## config.mk

```make
export PLATFORM = sky130hd
export DESIGN_NAME = fpg_guard
export DESIGN_NICKNAME = d
export VERILOG_FILES = /design/src/rtl/fpg_pkg.sv /design/src/rtl/fpg_lock_bank.sv /design/src/rtl/fpg_op_gate.sv /design/src/rtl/fpg_power.sv /design/src/rtl/fpg_guard.sv
export SDC_FILE = /design/constraint.sdc
export NUM_CORES = 1
export LEC_CHECK = 0
export CAP_MARGIN = 25
export CELL_PAD_IN_SITES_DETAIL_PLACEMENT = 1
export CELL_PAD_IN_SITES_GLOBAL_PLACEMENT = 2
export CORE_UTILIZATION = 25
export DETAILED_ROUTE_END_ITERATION = 6
export DONT_BUFFER_PORTS = 1
export PLACE_DENSITY_LB_ADDON = 0.1
export SETUP_SLACK_MARGIN = 0.2
export SYNTH_ARGS = -nofsm -noshare
export SYNTH_HDL_FRONTEND = slang
export SYNTH_SLANG_ARGS = --single-unit
```

## constraint.sdc

```tcl
create_clock -name clk -period 2.2 [get_ports clk]
set_clock_uncertainty 0.05 [all_clocks]
set_input_delay 0.33 -clock clk [delete_from_list [all_inputs] [get_ports clk]]
set_output_delay 0.33 -clock clk [all_outputs]
set_load 0.05 [all_outputs]
```

## src/rtl/fpg_pkg.sv

```systemverilog
package fpg_pkg;

  typedef enum logic [1:0] {
    PWR_ACTIVE  = 2'd0,
    PWR_STANDBY = 2'd1,
    PWR_DEEP    = 2'd2
  } pwr_e;

  typedef enum logic [1:0] {
    LK_CLEAR  = 2'b00,
    LK_SET    = 2'b01,
    LK_FREEZE = 2'b10,
    LK_RSVD   = 2'b11
  } lkop_e;

  typedef struct packed {
    logic frozen;
    logic locked;
  } blk_stat_t;

  localparam blk_stat_t STAT_RESET = '{frozen: 1'b0, locked: 1'b1};

  // permission check for one lock request against one block's status
  function automatic logic lk_allowed(blk_stat_t s, logic [1:0] op, logic wp_relax);
    return (op != LK_RSVD) && (!s.frozen || wp_relax);
  endfunction

  // status after an allowed lock request
  function automatic blk_stat_t lk_apply(blk_stat_t s, logic [1:0] op);
    blk_stat_t n;
    n = s;
    case (op)
      LK_CLEAR:  n.locked = 1'b0;
      LK_SET:    n.locked = 1'b1;
      LK_FREEZE: begin n.locked = 1'b1; n.frozen = 1'b1; end
      default:   n = s;
    endcase
    return n;
  endfunction

  // power-down pin decode under the polarity bit
  function automatic logic pd_asserted(logic pin, logic act_high);
    return act_high ? pin : ~pin;
  endfunction

endpackage

```

## src/rtl/fpg_lock_bank.sv

```systemverilog
module fpg_lock_bank
  import fpg_pkg::*;
#(
  parameter int NUM_BLK = 12,
  parameter int IDX_W   = $clog2(NUM_BLK)
) (
  input  logic               clk,
  input  logic               rst_n,
  input  logic               lk_req,
  input  logic [1:0]         lk_op,
  input  logic [IDX_W-1:0]   lk_idx,
  input  logic               wp_relax,
  input  logic               in_deep,
  output logic [NUM_BLK-1:0] locked,
  output logic [NUM_BLK-1:0] frozen,
  output logic               lk_rej
);

  localparam logic [IDX_W:0] IDX_LIM = (IDX_W+1)'(NUM_BLK);

  blk_stat_t stat [NUM_BLK];
  blk_stat_t sel_stat;
  logic      idx_ok;
  logic      lk_go;

  assign idx_ok   = {1'b0, lk_idx} < IDX_LIM;
  assign sel_stat = idx_ok ? stat[lk_idx] : STAT_RESET;
  assign lk_go    = lk_req && !in_deep && idx_ok && lk_allowed(sel_stat, lk_op, wp_relax);
  assign lk_rej   = lk_req && !lk_go;

  for (genvar i = 0; i < NUM_BLK; i++) begin : g_blk
    always_ff @(posedge clk or negedge rst_n) begin
      if (!rst_n)
        stat[i] <= STAT_RESET;
      else if (lk_go && (lk_idx == IDX_W'(i)))
        stat[i] <= lk_apply(stat[i], lk_op);
    end

    assign locked[i] = stat[i].locked;
    assign frozen[i] = stat[i].frozen;

    assert_freeze_sticky_R3: assert property (@(posedge clk) disable iff (!rst_n)
      stat[i].frozen |=> stat[i].frozen);

    assert_wp_holds_frozen_R3: assert property (@(posedge clk) disable iff (!rst_n)
      (lk_req && (lk_idx == IDX_W'(i)) && stat[i].frozen && !wp_relax) |=> $stable(stat[i]));

    assert_deep_freezes_status_R7: assert property (@(posedge clk) disable iff (!rst_n)
      in_deep |=> $stable(stat[i]));
  end

endmodule

```

## src/rtl/fpg_op_gate.sv

```systemverilog
module fpg_op_gate #(
  parameter int NUM_BLK = 12,
  parameter int IDX_W   = $clog2(NUM_BLK)
) (
  input  logic               clk,
  input  logic               rst_n,
  input  logic               op_req,
  input  logic [IDX_W-1:0]   op_idx,
  input  logic               op_done,
  input  logic               vpp_ok,
  input  logic [NUM_BLK-1:0] blk_locked,
  input  logic               hold_off,
  output logic               busy,
  output logic               accept,
  output logic               op_rej
);

  localparam logic [IDX_W:0] IDX_LIM = (IDX_W+1)'(NUM_BLK);

  logic idx_ok;
  logic tgt_locked;
  logic op_go;

  assign idx_ok     = {1'b0, op_idx} < IDX_LIM;
  assign tgt_locked = idx_ok ? blk_locked[op_idx] : 1'b1;
  // voltage is looked at here only, on the request edge
  assign op_go      = op_req && !hold_off && !busy && vpp_ok && idx_ok && !tgt_locked;
  assign op_rej     = op_req && !op_go;

  always_ff @(posedge clk or negedge rst_n) begin
    if (!rst_n) begin
      busy   <= 1'b0;
      accept <= 1'b0;
    end else begin
      accept <= op_go;
      if (op_go)        busy <= 1'b1;
      else if (op_done) busy <= 1'b0;
    end
  end

  assert_accept_saw_vpp_R5: assert property (@(posedge clk) disable iff (!rst_n)
    accept |-> $past(vpp_ok));

  assert_busy_holds_R6: assert property (@(posedge clk) disable iff (!rst_n)
    (busy && !op_done) |=> busy);

  assert_accept_sets_busy_R6: assert property (@(posedge clk) disable iff (!rst_n)
    accept |-> busy);

endmodule

```

## src/rtl/fpg_power.sv

```systemverilog
module fpg_power
  import fpg_pkg::*;
(
  input  logic       clk,
  input  logic       rst_n,
  input  logic       cfg_wr,
  input  logic       cfg_pd_en,
  input  logic       cfg_pd_high,
  input  logic       pd_pin,
  input  logic       chip_sel_n,
  input  logic       latch_n,
  input  logic       busy,
  output logic [1:0] pwr_state,
  output logic       in_deep,
  output logic       pd_go,
  output logic       rd_valid
);

  pwr_e pwr_q, pwr_d;
  logic en_q, high_q;
  logic cs_prev, le_prev;
  logic pd_act;
  logic sel_fall;

  assign pd_act   = pd_asserted(pd_pin, high_q);
  assign in_deep  = (pwr_q == PWR_DEEP);
  assign pd_go    = (pwr_q == PWR_STANDBY) && en_q && pd_act && !busy;
  assign sel_fall = (cs_prev && !chip_sel_n) || (le_prev && !latch_n);

  always_comb begin
    if (in_deep)
      pwr_d = pd_act ? PWR_DEEP : PWR_STANDBY;
    else if (pd_go)
      pwr_d = PWR_DEEP;
    else if (!chip_sel_n || busy)
      pwr_d = PWR_ACTIVE;
    else
      pwr_d = PWR_STANDBY;
  end

  always_ff @(posedge clk or negedge rst_n) begin
    if (!rst_n) begin
      pwr_q    <= PWR_STANDBY;
      en_q     <= 1'b0;
      high_q   <= 1'b0;
      cs_prev  <= 1'b0;
      le_prev  <= 1'b0;
      rd_valid <= 1'b0;
    end else begin
      pwr_q   <= pwr_d;
      cs_prev <= chip_sel_n;
      le_prev <= latch_n;
      if (sel_fall) rd_valid <= 1'b1;
      if (cfg_wr && !in_deep) begin
        en_q   <= cfg_pd_en;
        high_q <= cfg_pd_high;
      end
    end
  end

  assign pwr_state = pwr_q;

  assert_no_deep_from_active_R8: assert property (@(posedge clk) disable iff (!rst_n)
    (pwr_q == PWR_ACTIVE) |=> (pwr_q != PWR_DEEP));

  assert_no_deep_when_disabled_R8: assert property (@(posedge clk) disable iff (!rst_n)
    ((pwr_q != PWR_DEEP) && !en_q) |=> (pwr_q != PWR_DEEP));

  assert_cfg_frozen_in_deep_R7: assert property (@(posedge clk) disable iff (!rst_n)
    in_deep |=> $stable({en_q, high_q}));

  assert_valid_needs_edge_R11: assert property (@(posedge clk) disable iff (!rst_n)
    $rose(rd_valid) |-> $past(sel_fall));

endmodule

```

## src/rtl/fpg_guard.sv

```systemverilog
module fpg_guard #(
  parameter int NUM_BLK = 12,
  parameter int IDX_W   = $clog2(NUM_BLK)
) (
  input  logic               clk,
  input  logic               rst_n,
  input  logic               lk_req,
  input  logic [1:0]         lk_op,
  input  logic [IDX_W-1:0]   lk_idx,
  input  logic               wp_pin,
  input  logic               op_req,
  input  logic [IDX_W-1:0]   op_idx,
  input  logic               op_done,
  input  logic               vpp_ok,
  input  logic               cfg_wr,
  input  logic               cfg_pd_en,
  input  logic               cfg_pd_high,
  input  logic               pd_pin,
  input  logic               chip_sel_n,
  input  logic               latch_n,
  output logic               op_accept,
  output logic               op_busy,
  output logic               req_err,
  output logic [NUM_BLK-1:0] blk_locked,
  output logic [NUM_BLK-1:0] blk_frozen,
  output logic [1:0]         pwr_state,
  output logic               rd_valid
);

  logic in_deep;
  logic pd_go;
  logic lk_rej;
  logic op_rej;

  fpg_power u_power (
    .clk         (clk),
    .rst_n       (rst_n),
    .cfg_wr      (cfg_wr),
    .cfg_pd_en   (cfg_pd_en),
    .cfg_pd_high (cfg_pd_high),
    .pd_pin      (pd_pin),
    .chip_sel_n  (chip_sel_n),
    .latch_n     (latch_n),
    .busy        (op_busy),
    .pwr_state   (pwr_state),
    .in_deep     (in_deep),
    .pd_go       (pd_go),
    .rd_valid    (rd_valid)
  );

  fpg_lock_bank #(.NUM_BLK(NUM_BLK), .IDX_W(IDX_W)) u_locks (
    .clk      (clk),
    .rst_n    (rst_n),
    .lk_req   (lk_req),
    .lk_op    (lk_op),
    .lk_idx   (lk_idx),
    .wp_relax (wp_pin),
    .in_deep  (in_deep),
    .locked   (blk_locked),
    .frozen   (blk_frozen),
    .lk_rej   (lk_rej)
  );

  fpg_op_gate #(.NUM_BLK(NUM_BLK), .IDX_W(IDX_W)) u_ops (
    .clk        (clk),
    .rst_n      (rst_n),
    .op_req     (op_req),
    .op_idx     (op_idx),
    .op_done    (op_done),
    .vpp_ok     (vpp_ok),
    .blk_locked (blk_locked),
    .hold_off   (in_deep || pd_go),
    .busy       (op_busy),
    .accept     (op_accept),
    .op_rej     (op_rej)
  );

  always_ff @(posedge clk or negedge rst_n) begin
    if (!rst_n) req_err <= 1'b0;
    else        req_err <= lk_rej || op_rej;
  end

  assert_err_follows_request_R10: assert property (@(posedge clk) disable iff (!rst_n)
    req_err |-> ($past(lk_req) || $past(op_req)));

  assert_accept_follows_request_R5: assert property (@(posedge clk) disable iff (!rst_n)
    op_accept |-> $past(op_req));

endmodule

```

==> results of run 1 <==
worst max-delay path, delay by kind of cell (launching register included):
kind	cells	cell delay, ns
compound gates	2	0.56
flops	1	0.41
simple gates	1	0.06
buf+inv	1	0.17
mux	1	0.53
worst max-delay path by stage:
stage,slack (ns),depth (start not counted),end
3_5_place_dp,0.21,4,req_err
3_3_place_gp,0.20,4,req_err
6_report,0.31,5,req_err
2_1_floorplan,0.16,4,req_err
4_1_cts,0.29,4,u_locks.frozen[0]
5_1_grt,0.21,5,u_locks.locked[8]
layer usage:
metal	vias to the layer above	GRT usage	share of wire
li1	600	-	-
met1	682	0.169	0.43
met5	-	0	0
met4	0	0.0524	0.015
met2	38	0.254	0.49
met3	7	0.0482	0.065
timing repair:
action,CTS,global route
hold buffers,2,2
resized for setup,1,2
setup endpoints to repair,1,6
setup buffers,0,1
pin swaps,0,0
cloned,0,0
endpoints found under the hold margin,34,2
layout make-up:
type                       count  share of cell area
tap                           77              0.0458
inverter                      10              0.0178
clock buffer                   7              0.0410
timing repair buffer          22              0.0939
sequential                    34               0.419
multi-input combinational    102               0.380
clock inverter                 1             0.00238
Yosys cell counts (2+ instances only):
master / count
sky130_fd_sc_hd__nand2_1: 2
sky130_fd_sc_hd__inv_1: 10
sky130_fd_sc_hd__nor2_1: 12
sky130_fd_sc_hd__clkbuf_1: 2
sky130_fd_sc_hd__dfrtp_1: 21
sky130_fd_sc_hd__o21ai_0: 2
sky130_fd_sc_hd__and3_1: 6
sky130_fd_sc_hd__mux2_2: 2
sky130_fd_sc_hd__nand3_1: 2
sky130_fd_sc_hd__a22oi_1: 2
sky130_fd_sc_hd__o21bai_1: 12
sky130_fd_sc_hd__nand2b_1: 5
sky130_fd_sc_hd__ha_1: 3
sky130_fd_sc_hd__mux4_2: 3
sky130_fd_sc_hd__a31oi_1: 10
sky130_fd_sc_hd__dfstp_2: 13
sky130_fd_sc_hd__nor2b_1: 3
sky130_fd_sc_hd__mux4_1: 2
sky130_fd_sc_hd__a21oi_1: 13
sky130_fd_sc_hd__mux2i_1: 4
sky130_fd_sc_hd__nand4_1: 3
power by group:
group	leakage (nW)	internal [mW]	switching, mW	total [mW]
sequential	0.383	0.848	0.449	1.30
clock	0.0482	0.253	0.228	0.481
combinational	0.480	0.253	0.378	0.631
cells by family after synthesis:
family | Yosys count | synth area share
AO/OA/AOI/OAI | 45 | 0.184
adder cells (fa/ha/maj) | 3 | 0.0220
XOR/XNOR | 2 | 0.0103
multiplexers | 11 | 0.107
buffers and inverters | 14 | 0.0359
AND/OR/NAND/NOR | 41 | 0.133
flip-flops | 34 | 0.508
through the flow:
stage	hold WS, ns	cell area [um2]	util
after global placement	-0.0145	1940	0.301
final	0.0836	2100	0.326
after floorplan	-0.0156	1730	-
after global routing	0.0760	2100	0.326
after detailed placement	-0.0146	1940	0.301
after CTS	0.00501	2070	0.320
==> flow_metrics.tcl, run 1 <==
set metrics [dict create \
    multi_input_comb_area_um2 800 \
    worstPathArrival_ns 2.02 \
    ys_ff_latch 34 \
    first_global_vias 1441 \
    violations "design-rule violations" \
    worstHoldPathType "input pin to flop" \
    postSynthAreaPerCell_um2 11.4 \
    finalSetupTns_ns 0 \
    setup-violations-final 0 \
    clock_tree.root_cell "sky130_fd_sc_hd__clkbuf_8" \
    r2r-start "u_locks.frozen[1]" \
    route.detailed.vias_per_inst 5.25 \
    detailedPlace.worstSlack_ns 0.212 \
    area_delta_synth_final_pct 23.2 \
    timing.final.hold_violations 0 \
    hold_path_startpoint "latch_n" \
    first_pass_iters 7 \
    die-width_um 84.7 \
    post_synthesis_net_count 176 \
    numClockSinks 34 \
    pin_count 53 \
    grt_start_max_net_pins 35 \
    aggregate_global_routing_overflow 0 \
    wl_um 4850 \
    die-height_um 84.7 \
    timing_worst_setup_path_type "flop to flop" \
    finalCritPeriodShare 0.860 \
    finalWeightedCongestion 0.797 \
    final_cell_count_no_fill 253 \
    floorplan.initialDensity 0.264 \
    dp.cells 240 \
    fill_cells 722 \
    grt_setup_unrepaired "false" \
    mostFrequentLayoutCells "sky130_fd_sc_hd__buf_4, sky130_fd_sc_hd__a21oi_1, sky130_fd_sc_hd__dfstp_2" \
    power_density_nw_per_um2 1140 \
    setup.worst_path.end_class "flop" \
    diodes_inserted 0 \
    terminus_of_the_critical_flop_to_flop_path "req_err" \
    dominantRegCellSynth "sky130_fd_sc_hd__dfrtp_1" \
    fp.dieArea_um2 7170 \
    post_synth_main_area_contributors "sky130_fd_sc_hd__dfrtp_1, sky130_fd_sc_hd__dfstp_2, sky130_fd_sc_hd__o21bai_1" \
    placement_rows 29 \
    detailed_placer_s_ending_hpwl_um 3730 \
    count_of_distinct_cell_types_in_the_synthesized_netlist 39 \
    power.total_mw 2.41 \
    worst_skew_pair.late_latency_ns 0.28 \
    worst_hold_path.num_cells 1 \
    cp_cell_sequence "mux4_1 -> a22oi_1 -> buf_12 -> nand2_1 -> a32o_1" \
    run_status "finished with violations" \
    timing.max_slew.rel_slack 0.650 \
    synthDominantAreaCellType "sky130_fd_sc_hd__dfrtp_1" \
    crit_path_max_incr_delay_ns 0.53 \
    launching_element_type_of_the_critical_path "flop" \
    postRouteAntennaNets 0 \
    drc 3 \
    power.ir.vdd_worst_mv 0.395 \
    static-leakage-power_nw 0.911 \
    r2r_slack_ns 0.31 \
    worstSetupStartpoint "u_locks.frozen[1]" \
    final.min_clock_period_ns 1.89 \
    global_route_wire_length_before_repair_um 7820 \
    seqCellArea_um2 882 \
    cp.required_ns 2.33 \
    synthesis.instances 150 \
    clock_pin_slew_of_the_registers_on_the_worst_case_setup_and_hold_paths_ns 0.07 \
    critPathMaxFanout 15 \
    synth_async_sr_flop_share 1.00 \
    buffer_ports.inserted 0 \
    fp.coreArea_um2 6460 \
    actual_transition_at_the_worst_max_transition_pin_ns 0.526 \
    fin_worst_setup_slack_ns 0.308 \
    synth-seq-area-share 0.508 \
    layout.nets 201 \
    layout_commonest_cell "sky130_fd_sc_hd__buf_4" \
    grt_antenna_before_repair 0 \
    timing_max_transition_violations_final 0 \
    via_count 1327 \
    drive_above_1_share 0.358 \
    tritoncts "yes" \
    cts_inserted_buffers 5 \
    ctsLongestPathBuffers 2 \
    crit_path_top_delay_cell "sky130_fd_sc_hd__mux4_1" \
    cap_viol_max_count 0 \
    synth_area_um2 1710 \
    cts.htree.levels 2 \
    routedWlPerCell_um 19.2 \
    drt_iter0_drc 48 \
    whs_endpoint "u_power.rd_valid" \
    synthesis.yosys.warnings 0 \
    synth_enable_flop_cells 0 \
    achievable-frequency_mhz 529 \
    worst_r2r_path_depth 5 \
    track_usage 0.146 \
    post-synth-top-area-fraction 0.308 \
]
Note: power is estimated with default switching activity, not from simulation.
==> inputs of run 2 (changes only) <==
--- a/config.mk
+++ b/config.mk
@@ -11,6 +11,7 @@
 export CORE_UTILIZATION = 25
 export DETAILED_ROUTE_END_ITERATION = 6
 export DONT_BUFFER_PORTS = 1
+export GPL_ROUTABILITY_DRIVEN = 0
 export PLACE_DENSITY_LB_ADDON = 0.1
 export SETUP_SLACK_MARGIN = 0.2
 export SYNTH_ARGS = -nofsm -noshare
==> constraint.sdc (replaced) <==
create_clock -name clk -period 2.2 [get_ports clk]
set_clock_uncertainty 0.05 [all_clocks]
set_input_delay 0.11 -clock clk [delete_from_list [all_inputs] [get_ports clk]]
set_output_delay 0.11 -clock clk [all_outputs]
set_load 0.05 [all_outputs]
==> run 2 against run 1 <==
Against the previous run: the run still ends with design-rule violations left; first-iteration DRC count down 15%; count of clock-buffer cells in the layout increased by 1; maximum frequency up 0.45%; register-to-register slack barely moved; critical path type unchanged; largest cell class unchanged; largest power group unchanged; highest routed layer unchanged.
==> flow_metrics.tcl, run 2 (synthesis results as in run 1) <==
set metrics [dict create \
    fp.dieArea_um2 7170 \
    timing_max_transition_violations_final 0 \
    diodes_inserted 0 \
    finalCritPeriodShare 0.856 \
    via_count 1326 \
    track_usage 0.148 \
    met3WireLength_um 282 \
    timing.max_slew.rel_slack 0.651 \
    r2r_slack_ns 0.32 \
    wl_um 4970 \
    fin_worst_setup_slack_ns 0.317 \
    dr.max_layer_used "met4" \
    floorplan.initialDensity 0.264 \
    worstSetupStartpoint "u_locks.frozen[11]" \
    placement_rows 29 \
    worst_r2r_path_depth 5 \
    whs_endpoint "u_locks.frozen[1]" \
    buffer_ports.inserted 0 \
    fp.coreArea_um2 6460 \
    layout_commonest_cell "sky130_fd_sc_hd__buf_4" \
    run_status "finished with violations" \
    static-leakage-power_nw 0.921 \
    post-route-util 0.332 \
    numClockSinks 34 \
    wl_met2_um 2450 \
    actual_transition_at_the_worst_max_transition_pin_ns 0.523 \
    finalSetupTns_ns 0 \
    die-width_um 84.7 \
    holdWs_ns 0.0243 \
    worst_hold_path.num_cells 2 \
    grt_antenna_before_repair 0 \
    grt_setup_unrepaired "false" \
    aggregate_global_routing_overflow 0 \
    cp.required_ns 2.36 \
    tritoncts "yes" \
    final.min_clock_period_ns 1.88 \
    clock_tree.root_cell "sky130_fd_sc_hd__clkbuf_8" \
    mostFrequentLayoutCells "sky130_fd_sc_hd__buf_4, sky130_fd_sc_hd__a21oi_1, sky130_fd_sc_hd__dfstp_2" \
    terminus_of_the_critical_flop_to_flop_path "u_locks.locked[9]" \
    clock_pin_slew_of_the_registers_on_the_worst_case_setup_and_hold_paths_ns 0.07 \
    global_route_wire_length_before_repair_um 8040 \
    r2r-start "u_locks.frozen[11]" \
    power.ir.vdd_worst_mv 0.356 \
    die-height_um 84.7 \
    hold_path_startpoint "lk_req" \
    route.detailed.vias_per_inst 5.14 \
    detailedPlace.worstSlack_ns 0.192 \
    pin_count 53 \
    detailed_placer_s_ending_hpwl_um 3770 \
    ctsLongestPathBuffers 2 \
    cap_viol_max_count 0 \
    first_pass_iters 7 \
    cts_inserted_buffers 5 \
    grt_start_max_net_pins 35 \
    area_delta_synth_final_pct 25.6 \
    routedWlPerCell_um 19.2 \
    achievable-frequency_mhz 531 \
    layout.nets 206 \
    launching_element_type_of_the_critical_path "flop" \
    drc 2 \
    first_global_vias 1517 \
    worstHoldPathType "input pin to flop" \
    wl_met1_um 2190 \
    power_density_nw_per_um2 1110 \
    critPathMaxFanout 8 \
    worst_skew_pair.late_latency_ns 0.28 \
    drive_above_1_share 0.331 \
    worstPathArrival_ns 2.04 \
    drt_iter0_drc 41 \
    timing_worst_setup_path_type "flop to flop" \
    violations "design-rule violations" \
    timing.final.hold_violations 0 \
    setup-violations-final 0 \
    setup.worst_path.end_class "flop" \
    cts.htree.levels 2 \
    postRouteAntennaNets 0 \
]
## run 2: worst max-delay path, cell delays in order, from the launching register on
cell and delay, ns:
sky130_fd_sc_hd__dfrtp_2 0.40, sky130_fd_sc_hd__mux4_2 0.51, sky130_fd_sc_hd__a2111oi_4 0.39, sky130_fd_sc_hd__buf_4 0.22
sky130_fd_sc_hd__a21oi_1 0.07, sky130_fd_sc_hd__a31oi_1 0.16
## run 2: cell type report
class                           instances  area (um2)
Inverter                               10        37.5
Tap cell                               77        96.3
Clock buffer                            8        80.1
Timing Repair Buffer                   27         250
Fill cell                             732        4310
Sequential cell                        34         882
Multi-Input combinational cell        102         798
## run 2: metrics by stage
stage          instances  power [mW]  cell area [um2]
2_1_floorplan        150        1.71             1730
3_3_place_gp         240        1.90             1940
3_5_place_dp         240        1.92             1940
4_1_cts              258        2.41             2140
5_1_grt              258        2.51             2140
6_report             258        2.39             2140
## run 2: how the worst max path moves through the flow
stage / to / slack, ns / cells after the start
floorplan: req_err / 0.16 / 4
global placement: req_err / 0.20 / 4
detailed placement: req_err / 0.19 / 4
CTS: u_locks.frozen[7] / 0.27 / 4
global route: u_locks.locked[8] / 0.23 / 5
finish: u_locks.locked[9] / 0.32 / 5
## run 2: where the power goes
part	internal, mW	switching, mW
Combinational	0.259	0.386
Clock	0.225	0.220
Sequential	0.848	0.448
## run 2: what timing repair did
action                                 in CTS  in global routing
hold buffers                               10                  0
endpoints found under the hold margin      47                  0
setup buffers                               0                  0
gates resized for setup                     1                  2
setup endpoints to repair                   1                  1
## run 2: layer usage
layer,track usage,up-vias
li1,-,615
met1,0.179,674
met2,0.251,32
met3,0.0541,5
met4,0.0370,0
met5,0,-
